--- src/rtl/sts_pkg.sv ---
package sts_pkg;
   localparam int unsigned STS_W = 32;
   localparam logic [STS_W-1:0] DFLT_LATCH = 32'h2020_0FFF;
   localparam logic [STS_W-1:0] DFLT_LIVE  = 32'h001F_F000;

   typedef enum logic [1:0] {
      POS_UNUSED = 2'd0,
      POS_LIVE   = 2'd1,
      POS_LATCH  = 2'd2
   } pos_kind_e;

   function automatic pos_kind_e kind_of(input logic latch_b, input logic live_b);
      if (latch_b) return POS_LATCH;
      if (live_b)  return POS_LIVE;
      return POS_UNUSED;
   endfunction
endpackage

--- src/rtl/sts_latch_bank.sv ---
module sts_latch_bank #(
   parameter int unsigned W = 32,
   parameter logic [W-1:0] SET_MASK = '0
) (
   input  logic         clk,
   input  logic         rst_n,
   input  logic [W-1:0] set_i,
   input  logic [W-1:0] clr_i,
   output logic [W-1:0] q_o
);
   logic unused_inputs;
   assign unused_inputs = ^(set_i & ~SET_MASK) ^ ^(clr_i & ~SET_MASK);

   for (genvar i = 0; i < W; i++) begin : g_pos
      if (SET_MASK[i]) begin : g_flop
         always_ff @(posedge clk) begin
            if (!rst_n)        q_o[i] <= 1'b0;
            else if (set_i[i]) q_o[i] <= 1'b1;
            else if (clr_i[i]) q_o[i] <= 1'b0;
         end

         p_set_r1: assert property (@(posedge clk) disable iff (!rst_n)
            set_i[i] |=> q_o[i]);
         p_hold_r1: assert property (@(posedge clk) disable iff (!rst_n)
            (!set_i[i] && !clr_i[i]) |=> $stable(q_o[i]));
         p_clear_r2: assert property (@(posedge clk) disable iff (!rst_n)
            (clr_i[i] && !set_i[i]) |=> !q_o[i]);
         p_set_wins_r3: assert property (@(posedge clk) disable iff (!rst_n)
            (clr_i[i] && set_i[i]) |=> q_o[i]);
      end else begin : g_zero
         assign q_o[i] = 1'b0;
      end
   end
endmodule

--- src/rtl/sts_mask_reg.sv ---
module sts_mask_reg #(
   parameter int unsigned W = 32
) (
   input  logic         clk,
   input  logic         rst_n,
   input  logic         we_i,
   input  logic [W-1:0] d_i,
   output logic [W-1:0] q_o
);
   always_ff @(posedge clk) begin
      if (!rst_n)    q_o <= '0;
      else if (we_i) q_o <= d_i;
   end

   p_mask_load_r6: assert property (@(posedge clk) disable iff (!rst_n)
      we_i |=> (q_o == $past(d_i)));
   p_mask_keep_r6: assert property (@(posedge clk) disable iff (!rst_n)
      !we_i |=> $stable(q_o));
endmodule

--- src/rtl/sts_irq_reduce.sv ---
module sts_irq_reduce #(
   parameter int unsigned W = 32
) (
   input  logic [W-1:0] status_i,
   input  logic [W-1:0] enable_i,
   output logic         irq_o
);
   logic [W-1:0] hit;
   assign hit   = status_i & enable_i;
   assign irq_o = |hit;
endmodule

--- src/rtl/irq_status_word.sv ---
module irq_status_word
   import sts_pkg::*;
#(
   parameter int unsigned W = STS_W,
   parameter logic [W-1:0] LATCH_MASK = DFLT_LATCH,
   parameter logic [W-1:0] LIVE_MASK  = DFLT_LIVE
) (
   input  logic         clk,
   input  logic         rst_n,
   input  logic [W-1:0] evt_i,
   input  logic [W-1:0] lvl_i,
   input  logic         clr_we_i,
   input  logic [W-1:0] clr_data_i,
   input  logic         mask_we_i,
   input  logic [W-1:0] mask_data_i,
   output logic [W-1:0] status_o,
   output logic [W-1:0] mask_o,
   output logic         irq_o
);
   localparam logic [W-1:0] USED_MASK = LATCH_MASK | LIVE_MASK;

   if (W < 1) begin : g_bad_width
      $error("status width must be at least one bit");
   end
   if ((LATCH_MASK & LIVE_MASK) != '0) begin : g_bad_overlap
      $error("a position cannot be both latched and live");
   end

   logic [W-1:0] clr_eff;
   logic [W-1:0] latched;
   logic [W-1:0] live;

   assign clr_eff = clr_we_i ? clr_data_i : '0;

   sts_latch_bank #(.W(W), .SET_MASK(LATCH_MASK)) u_latch (
      .clk   (clk),
      .rst_n (rst_n),
      .set_i (evt_i),
      .clr_i (clr_eff),
      .q_o   (latched)
   );

   for (genvar i = 0; i < W; i++) begin : g_word
      localparam pos_kind_e KIND = kind_of(LATCH_MASK[i], LIVE_MASK[i]);
      if (KIND == POS_LIVE) begin : g_live
         assign live[i]     = lvl_i[i];
         assign status_o[i] = live[i];
      end else if (KIND == POS_LATCH) begin : g_lat
         assign live[i]     = 1'b0;
         assign status_o[i] = latched[i];
      end else begin : g_none
         assign live[i]     = 1'b0;
         assign status_o[i] = 1'b0;
      end
   end

   logic unused_inputs;
   assign unused_inputs = ^(lvl_i & ~LIVE_MASK) ^ ^live;

   sts_mask_reg #(.W(W)) u_mask (
      .clk   (clk),
      .rst_n (rst_n),
      .we_i  (mask_we_i),
      .d_i   (mask_data_i),
      .q_o   (mask_o)
   );

   sts_irq_reduce #(.W(W)) u_irq (
      .status_i (status_o),
      .enable_i (mask_o),
      .irq_o    (irq_o)
   );

   p_unused_zero_r5: assert property (@(posedge clk) disable iff (!rst_n)
      (status_o & ~USED_MASK) == '0);
   p_irq_masked_off_r7: assert property (@(posedge clk) disable iff (!rst_n)
      (mask_o == '0) |-> !irq_o);
   p_irq_no_status_r7: assert property (@(posedge clk) disable iff (!rst_n)
      (status_o == '0) |-> !irq_o);
   p_live_clear_r4: assert property (@(posedge clk) disable iff (!rst_n)
      ($stable(lvl_i) && clr_we_i) |=> ((status_o & LIVE_MASK) == ($past(status_o) & LIVE_MASK)));
endmodule

--- config.mk ---
export PLATFORM = sky130hd
export DESIGN_NAME = irq_status_word
export DESIGN_NICKNAME = d
export VERILOG_FILES = /design/src/rtl/sts_pkg.sv /design/src/rtl/sts_latch_bank.sv /design/src/rtl/sts_mask_reg.sv /design/src/rtl/sts_irq_reduce.sv /design/src/rtl/irq_status_word.sv
export SDC_FILE = /design/constraint.sdc
export NUM_CORES = 1
export LEC_CHECK = 0
export BUFFER_PORTS_ARGS = -buffer_cell sky130_fd_sc_hd__buf_4
export CAP_MARGIN = 25
export CORE_AREA = 2 2 66 115
export CTS_BUF_LIST = sky130_fd_sc_hd__clkbuf_4 sky130_fd_sc_hd__clkbuf_8
export DETAILED_ROUTE_END_ITERATION = 8
export DIE_AREA = 0 0 68 117
export PLACE_DENSITY = 0.83
export SYNTH_ARGS = -nofsm -noshare
export SYNTH_HDL_FRONTEND = slang
export SYNTH_HIERARCHICAL = 1
export SYNTH_SLANG_ARGS = --single-unit
--- constraint.sdc ---
create_clock -name clk -period 2.05 [get_ports clk]
set_clock_uncertainty 0.2 [all_clocks]
set_input_delay 0.41 -clock clk [delete_from_list [all_inputs] [get_ports clk]]
set_output_delay 0.41 -clock clk [all_outputs]
set_load 0.02 [all_outputs]
==> results.md <==
- Worst-Margin Slew: between 0.5 and 0.6 ns
- Synthesized area: 2140 µm²
- Net Sw Frac: 0.265
- Initial DRC count: 40
- Worst path slowest cell: or4_4
- CTS tree: done
- Tot Pwr: 2.18 mW
- Worst path max stage delay: between 0.4 and 0.5 ns
- Pint: between 1.5 and 2 mW
- Max Freq: 436 MHz
- CP required: ~1.4 ns
- Clock-pin transition on the worst setup and hold timing paths: 0.09 ns
- Seq pwr share: 0.456
- H-tree depth: 2
- Layout cells sized above 1: 0.497
- GRT overflow: 0
- # DRC: 0
- Post-Synthesis Cells: about 200
- Final Hold Fails: 0
- Placed Instances: slightly above 400
- Clk buf depth: 2
- Min-delay src: evt_i[3]
- Crit. End Element: primary output
- Clk sink count: 46
- Wirelength, routed: between 5000 and 6000 µm
- Die H: around 120 µm
- First drt pass iteration count: 2
- Die area: 7960 µm²
- WS Path Type: flip-flop to primary output
- Switching pwr: 0.578 mW
- CTS buffer count: 5
- Largest net degree at the start of global routing: 47
- Hold WS: about 0.11 ns
- Antenna violations before repair: 0
- Final worst path period need: approximately 2.3 ns
- RSZ-0062 raised after global routing: true
- Slew HR: 0.621
- # IOs: around 200
- Comb power frac: 0.233
- Delay-heaviest family, CP: simple AND/OR/NAND/NOR gates
- Layout net count: 467
- Endpoints failing setup: 1
- Setup Buffers After CTS: 0
- Max-Cap Viols: 0
- Wire per inst: approximately 13 µm
- Data arrival, critical path: around 1.7 ns
- Core area: between 7000 and 8000 µm²
- Maximum vdd drop: roughly 0.48 mV
- Routability-driven placement congestion ratio: between 0.6 and 0.7
- Power density over cell area: slightly below 700 nW/µm²
- Critical path peak fanout: 2
- Final worst setup slack: -0.243 ns
- Final Cycle Share: 1.12
- Post-detailed-route count of antenna-violating nets: 0
- Synth-to-Final Area Change: 51.3%
- Clock latency on the worst-skew pair: between 0.2 and 0.3 ns
- Vias: 1,873
- Syn. warnings: 6
- Cts hold-fix bufs: 0
- Crit path buf inv count: 2
- Hold crit path type: input port to flip-flop
- Die X: around 70 µm
- Crit start category: flip-flop
- Clk pwr share: 0.311
- CP Cell Sequence: a22oi_2 -> buf_4 -> nand4_1 -> or4_4 -> buf_6
- First-pass GRT wire length: approximately 8000 µm
- Failing checks: setup timing
- Via density per instance: 4.44
- Root Buffer: clkbuf_8
- Status: finished with violations
- Final Max Slew Viols: 0
- Critical R2R Launch: u_latch/q_o[9]$_SDFFE_PN0P_
- GRT Total Usage: 0.140
- Worst setup path startpoint: u_mask/q_o[9]$_SDFFE_PN0P_
- ANT cells: 0
- Static Leakage: between 1.5 and 2 nW
- Rows: between 40 and 50
- Mean area per synthesized cell: 10.6 µm²
- Starting Density: 0.303
- Vias in the first global route: about 1,800
- Finished Layout Cells: 422
- Number of port buffers: ~130
-- timing repair --
action                                  in CTS  in global routing
endpoints found under the setup margin       1                  1
resized for setup                            6                  2
pin swaps                                    4                  2
-- power groups by stage --
stage / logic (mW) / registers [mW] / clock network [mW]
finish: 0.507 / 0.995 / 0.678
detailed placement: 0.508 / 1.01 / 0
CTS: 0.515 / 0.995 / 0.712
global route: 0.550 / 1.00 / 0.749
floorplan: 0.218 / 1.08 / 0
global placement: 0.501 / 1.01 / 0
-- final cells by class --
cell class                      count  area (µm²)
Clock buffer                        6        76.3
Clock inverter                      2        37.5
Fill cell                         694        3830
Multi-Input combinational cell    145        1070
Sequential cell                    46         923
Tap cell                           86         108
Timing Repair Buffer              137        1030
-- stage by stage --
step	util	cell area [µm²]	setup TNS [ns]	setup slack, ns
CTS	0.457	3230	-0.325	-0.325
floorplan	-	2210	0	0.145
finish	0.458	3240	-0.243	-0.243
detailed placement	0.438	3100	-0.197	-0.197
global placement	0.438	3100	-0.206	-0.206
global route	0.458	3240	-0.331	-0.331
-- routing by layer --
metal	GRT usage	vias up	wire (µm)
met5	0	-	0
met4	0.0600	0	94
met3	0.0430	5	540
met2	0.252	98	3000
met1	0.144	850	1950
li1	-	920	-
-- cell usage in the layout, fill, tap and decap left out --
cell	instances
buf_4	136
nor2b_1	46
dfxtp_1	44
mux2i_1	32
conb_1	18
and2_2	14
o21a_1	14
a22oi_1	11
clkbuf_8	5
a22oi_2	5
nand4_1	4
dfxtp_2	2
bufinv_16	1
clkinvlp_4	1
clkbuf_4	1
buf_6	1
or4_4	1
-- flip-flops by register name (all words and copies together), names as in the netlist --
signal and flops:
u_mask/q_o 32, u_latch/q_o 14
-- path summary, 6_finish.rpt --
check             cells after the start  slack, ns                     endpoint
setup / recovery                      5      -0.24                        irq_o
hold / removal                        2       0.11  u_latch/q_o[3]$_SDFFE_PN0P_
setup reg to reg                      3       1.01  u_latch/q_o[9]$_SDFFE_PN0P_
hold reg to reg                       2       0.34  u_mask/q_o[29]$_SDFFE_PN0P_
-- worst register-to-register path, stage by stage (launching register included) --
cell and delay [ns]:
dfxtp_1 0.33, buf_4 0.13, nor2b_1 0.12, o21a_1 0.16
Power figures use the tool's default switching activity.
